--- config.mk ---
export PLATFORM = sky130hd
export DESIGN_NAME = twAddrRecog
export DESIGN_NICKNAME = d
export VERILOG_FILES = /design/src/rtl/twAddrPkg.sv /design/src/rtl/twAddrDatapath.sv /design/src/rtl/twAddrControl.sv /design/src/rtl/twAddrRecog.sv
export SDC_FILE = /design/constraint.sdc
export NUM_CORES = 1
export LEC_CHECK = 0
export ABC_AREA = 1
export BUFFER_PORTS_ARGS = -buffer_cell sky130_fd_sc_hd__buf_4
export CAP_MARGIN = 40
export CORE_MARGIN = 5
export CORE_UTILIZATION = 39
export CTS_BUF_LIST = sky130_fd_sc_hd__clkbuf_2 sky130_fd_sc_hd__clkbuf_4 sky130_fd_sc_hd__clkbuf_8
export DETAILED_ROUTE_END_ITERATION = 10
export PLACE_DENSITY = 0.81
export RECOVER_POWER = 25
export SLEW_MARGIN = 20
export SYNTH_ARGS = -nofsm -noshare
export SYNTH_HDL_FRONTEND = slang
export SYNTH_HIERARCHICAL = 1
export SYNTH_SLANG_ARGS = --single-unit
--- constraint.sdc ---
create_clock -name clk -period 1.55 [get_ports clk]
set_input_delay 0.155 -clock clk [delete_from_list [all_inputs] [get_ports clk]]
set_output_delay 0.155 -clock clk [all_outputs]
set_load 0.03 [all_outputs]
--- src/rtl/twAddrPkg.sv ---
package twAddrPkg;
  localparam logic [7:0] ST_OWN_WRITE = 8'h60;
  localparam logic [7:0] ST_OWN_READ  = 8'hA8;
  localparam logic [7:0] ST_GEN_CALL  = 8'h70;
  localparam logic [7:0] ST_NONE      = 8'hF8;

  typedef struct packed {
    logic loadMatch;
    logic clrMatch;
  } ctrlStrobes_t;

  typedef enum logic {
    CS_IDLE = 1'b0,
    CS_HOLD = 1'b1
  } ctrlState_t;
endpackage

--- src/rtl/twAddrDatapath.sv ---
module twAddrDatapath
  import twAddrPkg::*;
#(
  parameter int ADDR_W = 7,
  localparam int BYTE_W = ADDR_W + 1
) (
  input  logic              clk,
  input  logic              rstN,
  input  logic              regWrEn,
  input  logic [BYTE_W-1:0] regWrData,
  input  logic [BYTE_W-1:0] rxByte,
  input  ctrlStrobes_t      strobes,
  input  logic              flagQ,
  output logic [BYTE_W-1:0] addrRegQ,
  output logic              ownHit,
  output logic              genHit,
  output logic              matchOwn,
  output logic              matchGenCall,
  output logic              dirRead,
  output logic [7:0]        status
);
  logic [BYTE_W-1:0] addrReg;
  logic [ADDR_W-1:0] bitEq;
  logic [ADDR_W-1:0] bitZero;
  logic              addrEqual;
  logic              rxAllZero;
  logic              ownQ;
  logic              genQ;
  logic              dirQ;

  always_ff @(posedge clk or negedge rstN) begin
    if (!rstN) begin
      addrReg <= {{ADDR_W{1'b1}}, 1'b0};
    end else if (regWrEn) begin
      addrReg <= regWrData;
    end
  end

  genvar gi;
  generate
    for (gi = 0; gi < ADDR_W; gi++) begin : gCmp
      assign bitEq[gi]   = ~(rxByte[gi+1] ^ addrReg[gi+1]);
      assign bitZero[gi] = ~rxByte[gi+1];
    end
  endgenerate

  assign addrEqual = &bitEq;
  assign rxAllZero = &bitZero;
  assign ownHit    = addrEqual && !rxAllZero;
  assign genHit    = rxAllZero && addrReg[0];

  always_ff @(posedge clk or negedge rstN) begin
    if (!rstN) begin
      ownQ <= 1'b0;
      genQ <= 1'b0;
      dirQ <= 1'b0;
    end else if (strobes.loadMatch) begin
      ownQ <= ownHit;
      genQ <= genHit;
      dirQ <= rxByte[0];
    end else if (strobes.clrMatch) begin
      ownQ <= 1'b0;
      genQ <= 1'b0;
      dirQ <= 1'b0;
    end
  end

  always_comb begin
    if (!flagQ)     status = ST_NONE;
    else if (genQ)  status = ST_GEN_CALL;
    else if (dirQ)  status = ST_OWN_READ;
    else            status = ST_OWN_WRITE;
  end

  assign addrRegQ     = addrReg;
  assign matchOwn     = ownQ;
  assign matchGenCall = genQ;
  assign dirRead      = dirQ;
endmodule

--- src/rtl/twAddrControl.sv ---
module twAddrControl
  import twAddrPkg::*;
(
  input  logic         clk,
  input  logic         rstN,
  input  logic         rxValid,
  input  logic         ownHit,
  input  logic         genHit,
  input  logic         flagWrEn,
  input  logic         flagWrData,
  input  logic         intEnLocal,
  input  logic         intEnGlobal,
  output ctrlStrobes_t strobes,
  output logic         flagQ,
  output logic         busHold,
  output logic         irq
);
  ctrlState_t state;
  ctrlState_t stateNext;
  logic       accept;
  logic       ack;

  assign accept = (state == CS_IDLE) && rxValid && (ownHit || genHit);
  assign ack    = (state == CS_HOLD) && flagWrEn && flagWrData;

  always_comb begin
    stateNext = state;
    case (state)
      CS_IDLE: if (accept) stateNext = CS_HOLD;
      CS_HOLD: if (ack)    stateNext = CS_IDLE;
      default: stateNext = CS_IDLE;
    endcase
  end

  always_ff @(posedge clk or negedge rstN) begin
    if (!rstN) state <= CS_IDLE;
    else       state <= stateNext;
  end

  always_comb begin
    strobes.loadMatch = accept;
    strobes.clrMatch  = ack;
  end

  assign flagQ   = (state == CS_HOLD);
  assign busHold = flagQ;
  assign irq     = flagQ && intEnLocal && intEnGlobal;
endmodule

--- src/rtl/twAddrRecog.sv ---
module twAddrRecog
  import twAddrPkg::*;
(
  input  logic       clk,
  input  logic       rstN,
  input  logic       regWrEn,
  input  logic [7:0] regWrData,
  output logic [7:0] addrRegQ,
  input  logic [7:0] rxByte,
  input  logic       rxValid,
  input  logic       flagWrEn,
  input  logic       flagWrData,
  input  logic       intEnLocal,
  input  logic       intEnGlobal,
  output logic       eventFlag,
  output logic       matchOwn,
  output logic       matchGenCall,
  output logic       dirRead,
  output logic [7:0] status,
  output logic       busHold,
  output logic       irq
);
  ctrlStrobes_t strobes;
  logic         ownHit;
  logic         genHit;
  logic         flagQ;

  twAddrDatapath #(.ADDR_W(7)) uDp (
    .clk(clk), .rstN(rstN), .regWrEn(regWrEn), .regWrData(regWrData),
    .rxByte(rxByte), .strobes(strobes), .flagQ(flagQ), .addrRegQ(addrRegQ),
    .ownHit(ownHit), .genHit(genHit), .matchOwn(matchOwn),
    .matchGenCall(matchGenCall), .dirRead(dirRead), .status(status)
  );

  twAddrControl uCtl (
    .clk(clk), .rstN(rstN), .rxValid(rxValid), .ownHit(ownHit),
    .genHit(genHit), .flagWrEn(flagWrEn), .flagWrData(flagWrData),
    .intEnLocal(intEnLocal), .intEnGlobal(intEnGlobal), .strobes(strobes),
    .flagQ(flagQ), .busHold(busHold), .irq(irq)
  );

  assign eventFlag = flagQ;
endmodule

### Yosys cells after proc, flatten, opt, wreduce, memory -nomap -nowiden

Cells that the tools add are included.

* $add $sub $neg: 0
* $mul: 0
* div/mod/pow operators: 0
* magnitude comparators: 0
* equality and inequality tests: 0
* shift operators: 0
* mux-type cells: 10
* bitwise gates (word level): 22
* reductions and logical operators: 13

Operator list (number)
* $mux 8: 3
* $not 1->1: 15
* $reduce_and 7->1: 2
* $logic_and 1x1->1: 8
* $xor 1x1->1: 7
* $mux 1: 6
* $pmux 1 s2: 1
* $reduce_bool 2->1: 1
* $logic_not 1->1: 1
* $logic_or 1x1->1: 1

* bits in registers: 12
* latch bits: 0
* RAM bits: 0
* bits in read-only memories: 0
* input port bits: 24
* output and inout bits: 22
* logic and storage cells: 50
* memories kept: 0

### Longest topological paths before layout

* word-level depth: 8
* mapped depth: 14
* gate-level depth less buffers: 13

### Hierarchy

The synthesis kept the hierarchy.

Modules (own cells, without submodules)
* twAddrDatapath: times used 1, cells each 81, area each 646.9 µm², sequential area each 284.0 µm²
* twAddrControl: times used 1, cells each 16, area each 97.6 µm², sequential area each 25.0 µm²

### Worst setup path before layout

OpenSTA, ideal clock, no wires.

* path type: reg2out
* start: register uDp.dirQ, in the netlist uDp/dirRead
* end: output status[7]
* arrival: 1.630 ns
* required time: 1.395 ns
* setup slack: -0.235 ns
* stages on the path, launching flop included: 4
* path buffers: 1
* cells stage by stage: dfrtp_1 inv_1 o21ai_0 buf_4

* longest elaborated chain between the ends: 3

RTL lines
* start: declaration: line twAddrDatapath.sv:29 `logic dirQ;`
* start signal: assignment: line twAddrDatapath.sv:60 `dirQ <= rxByte[0];`
* $mux 8: line twAddrDatapath.sv:71 `else if (dirQ) status = ST_OWN_READ;`
* $mux 8: line twAddrDatapath.sv:70 `else if (genQ) status = ST_GEN_CALL;`
* $mux 8: line twAddrDatapath.sv:69 `if (!flagQ) status = ST_NONE;`
* end: declaration: line twAddrRecog.sv:19 `output logic [7:0] status,`

Every way passes these cells.

==> results.md <==
- The wire length per cell after detailed routing is 11.3 um.
- Buffers placed on the I/O ports in this run total 41.
- The hold slack is 86.9 ps.
- The final worst-path setup slack is -2.04 ps.
- The worst supply voltage drop on vdd is 703 uV.
- The min-delay analysis places its worst path in the category in -> reg.
- The area share of and/or/nand/nor cells after synthesis is 26.2%.
- Synthesis instantiated 21 different standard cells from the library.
- The die is 53.7 um wide.
- CTS built an H-tree with a depth of 1.
- In this run the count of I/O pins placed on the die edge is 46.
- The critical path in this run is classified as reg -> reg.
- For this run, the share of the core covered by cells in the final layout is 63.9%.
- The worst setup path is launched from a flop.
- After synthesis, the share of flip-flops with an asynchronous set or reset is 100%.
- Counting along the longest clock path gives a buffer depth of 2.
- The critical path's largest stage delay is 560 ps.
- The count of final setup violators is 1.
- The via count of the first global-routing pass is 712.
- Using the TritonRoute via totals, the vias-per-cell ratio works out to 4.36.
- Of the synthesized area, sequential elements account for 41.5%.
- The number of flops mapped to enable cells by yosys is 0.
- The signal on the critical path passes through xor2_1 > nor2_2 > and3_1 > inv_1 > nand2_1 > nand2_2 > inv_4 > buf_4 > nand2_2 > o21ai_2.
- The pre-CTS setup slack is -21.6 ps.
- Summed over all cells, the static leakage comes to 0.620 nW.
- The synthesized instance count is 97.
- The die span in y is 53.7 um.
- The leftover overflow at the end of global routing is 0.
- The clock-pin transition on the worst setup and hold timing paths is 80 ps.
- The total vias in the final route is 724.
- The hold violation total from the final report is 0.
- At the worst endpoint, the required time is 1720 ps.
- In this run the tightest slew margin relative to its limit is 57.6%.
- After legalization and detailed placement, the total HPWL measured 1530 um.
- The xor/xnor cell area share of the yosys netlist is 3.53%.
- In this run the standard cell core region covers 0.00176 sq mm.
- The highest fanout seen on the critical path is 4.
- The CTS buffer count is 3.
- The data arrival at the endpoint of the critical path is 1720 ps.
- The number of maximum-capacitance violations is 0.
- The synthesis-to-layout area growth is 51.4%.
- The slowest stage of the critical path is the sky130_fd_sc_hd__dfstp_2 cell.
- Once placement finished, the instance area stood at 0.00106 sq mm.
- The finished cells cover 0.00113 sq mm.
- The time the worst path needs with I/O delays and setup is 1550 ps.
- The clock insertion delay at the later pin of the skew report is 270 ps.
- The residual antenna-violating net count after detailed routing is 0.
- Entering global routing, the biggest net connects 14 pins.
- The number of antenna diodes in the final layout is 0.
- CTS placed an instance of sky130_fd_sc_hd__clkbuf_4 at the clock tree root.
- Wires add up to 1880 um.
- Setup repair after global routing could not meet its margin everywhere.
- During synthesis, Yosys emitted a total of 6 warnings.
- The most used flip-flop cell after synthesis is sky130_fd_sc_hd__dfstp_2.
- The initial core utilization is 42.2%.
- The most frequent cell on the critical path is sky130_fd_sc_hd__nand2_2.
- The run finished, with violations left.
- In the final layout, the share of cells above drive strength 1 is 52.5%.
- In this run the mean area of a mapped cell was 7.67 sq um.
- For this run, the post-layout net count is 166.
- The number of clock sinks is 12.
- The overall fraction of global-route tracks in use is 14.0%.
- The final-layout fill cell count is 179.
- In this run the core area contains 15 standard-cell rows.
- For the pin with the worst max-slew slack, the measured transition is 636 ps.
- The routability congestion estimate from global placement is 0.819.
- For this run, design rule violations remaining after detail routing come to 0.
- The detailed router finished its first iteration with 17 violations.
- The number of antenna violations at the first check in global routing is 0.
- The portion of synthesized area spent on multiplexers is 4.54%.
- The synthesized netlist devotes 5.88% of its cell area to compound gates.
- The period utilization is 100%.
- The synthesized design contains 12 register bits.
- The cell area after synthesis is 744 sq um.
- Setup total negative slack on the finished layout was measured at -2.04 ps.
- The maximum frequency from static timing analysis is 644 MHz.
- The die covers 0.00288 sq mm.
- The endpoint class of the critical path is a flop.
- The final reports fail on negative setup slack.
- The number of max-slew violations in the final report is 0.
- Clock skew on the completed layout was measured at 1.55 ps.
- TritonCTS built the clock tree.
- The number of iterations in the first detailed-routing pass is 4.
- The first global-routing pass estimated 2890 um of wire.
- The power density over cell area is 1080 mW/mm^2.
- After synthesis, the largest family of logic cells by area is simple AND/OR/NAND/NOR gates.
- The adder-cell share of the synthesized area is 0%.
## cell usage in the layout (no fill, tap or decap)
| master | instances |
|---|---|
| sky130_fd_sc_hd__buf_4 | 45 |
| sky130_fd_sc_hd__nand2_1 | 26 |
| sky130_fd_sc_hd__inv_1 | 13 |
| sky130_fd_sc_hd__dfstp_2 | 7 |
| sky130_fd_sc_hd__dfrtp_1 | 5 |
| sky130_fd_sc_hd__o21ai_0 | 5 |
| sky130_fd_sc_hd__nor2_1 | 4 |
| sky130_fd_sc_hd__conb_1 | 4 |
| sky130_fd_sc_hd__clkbuf_4 | 3 |
| sky130_fd_sc_hd__nand2_2 | 3 |
| sky130_fd_sc_hd__inv_2 | 3 |
| sky130_fd_sc_hd__mux2_2 | 3 |
| sky130_fd_sc_hd__nand3_1 | 2 |
| sky130_fd_sc_hd__xnor2_1 | 2 |
| sky130_fd_sc_hd__nor2_4 | 2 |
| sky130_fd_sc_hd__o21ai_2 | 2 |
| sky130_fd_sc_hd__clkbuf_8 | 1 |
| sky130_fd_sc_hd__dlygate4sd3_1 | 1 |
| sky130_fd_sc_hd__clkbuf_1 | 1 |
| sky130_fd_sc_hd__inv_4 | 1 |
| sky130_fd_sc_hd__and3_2 | 1 |
| sky130_fd_sc_hd__o21ai_1 | 1 |
| sky130_fd_sc_hd__xor2_1 | 1 |
| sky130_fd_sc_hd__nor2_2 | 1 |
| sky130_fd_sc_hd__nor3_2 | 1 |
| sky130_fd_sc_hd__nand3_2 | 1 |
| sky130_fd_sc_hd__and3_1 | 1 |
| sky130_fd_sc_hd__nand4_1 | 1 |
## power breakdown
group	leakage [nW]	switching, mW	internal [mW]
logic	0.461	0.325	0.214
registers	0.138	0.0464	0.379
clock network	0.0210	0.112	0.143
total	0.620	0.484	0.735
## logic make-up (layout without fill, tap and decap cells)
group                     Yosys count  after routing
and+or+nand+nor                    43             43
buffers and inverters              26             68
DFF                                12             12
AOI/OAI and AO/OA                   8              8
xor gates and xnor gates            3              3
muxes                               3              3
other                               2              4
## layout make-up
| type | instances | area (sq um) | area share (%) |
|---|---|---|---|
| Tap cell | 25 | 31.3 | 2.77 |
| Multi-Input combinational cell | 61 | 333 | 29.5 |
| Clock buffer | 4 | 36.3 | 3.22 |
| Sequential cell | 12 | 309 | 27.4 |
| Inverter | 17 | 66.3 | 5.88 |
| Timing Repair Buffer | 47 | 352 | 31.2 |
## cells in the mapped netlist (2+ instances only)
cell,n,area [sq um]
sky130_fd_sc_hd__buf_4,8,60.1
sky130_fd_sc_hd__mux2_2,3,33.8
sky130_fd_sc_hd__inv_1,17,63.8
sky130_fd_sc_hd__nand3_1,2,10.0
sky130_fd_sc_hd__xnor2_1,2,17.5
sky130_fd_sc_hd__dfstp_2,7,184
sky130_fd_sc_hd__dfrtp_1,5,125
sky130_fd_sc_hd__conb_1,2,7.51
sky130_fd_sc_hd__o21ai_0,7,35.0
sky130_fd_sc_hd__nor2_1,6,22.5
sky130_fd_sc_hd__nand2_1,28,105
## what timing repair did
item | CTS | global route
setup buffers | 0 | 2
pin swaps | 0 | 6
endpoints found under the setup margin | 3 | 3
hold buffers | 1 | 0
endpoints found under the hold margin | 12 | 0
resized for setup | 1 | 5
## state kept, by name, indices dropped and copies added (netlist names)
signal,flops
uDp/dirRead,1
uDp/addrRegQ,8
uDp/matchGenCall,1
uCtl/busHold,1
uDp/matchOwn,1
## per-layer routing
layer / wire, um / track usage (%)
met1: 778 / 15.0
met2: 889 / 23.6
met3: 211 / 5.54
met4: 0 / 7.23
met5: 0 / 0
## per-stage QoR
| step | cells | power (mW) |
|---|---|---|
| finish | 166 | 1.22 |
| floorplan | 99 | 0.764 |
| detailed placement | 159 | 0.960 |
| CTS | 164 | 1.22 |
| global route | 166 | 1.29 |
| global placement | 159 | 0.947 |
## worst paths after layout
path	cells after the start	end	start	slack [ps]
hold reg to reg	2	uDp/addrRegQ[5]$_DFFE_PN1P_	uDp/addrRegQ[5]$_DFFE_PN1P_	500
max in group asynchronous	2	uDp/addrRegQ[0]$_DFFE_PN0P_	rstN	740
setup / recovery	10	uDp/matchGenCall$_DFFE_PN0P_	uDp/addrRegQ[7]$_DFFE_PN1P_	-2
min in group asynchronous	2	uDp/dirRead$_DFFE_PN0P_	rstN	410
hold / removal	3	uDp/addrRegQ[0]$_DFFE_PN0P_	regWrData[0]	90
setup reg to reg	10	uDp/matchGenCall$_DFFE_PN0P_	uDp/addrRegQ[7]$_DFFE_PN1P_	-2
## worst max-delay path: cells and delay by family (launching register included)
| family | cells | cell delay [ps] |
|---|---|---|
| flip-flops | 1 | 560 |
| AND/OR/NAND/NOR | 5 | 430 |
| buffers and inverters | 3 | 220 |
| XOR/XNOR | 1 | 190 |
| AO/OA/AOI/OAI | 1 | 50 |
Note: power is estimated with default switching activity, not from simulation.
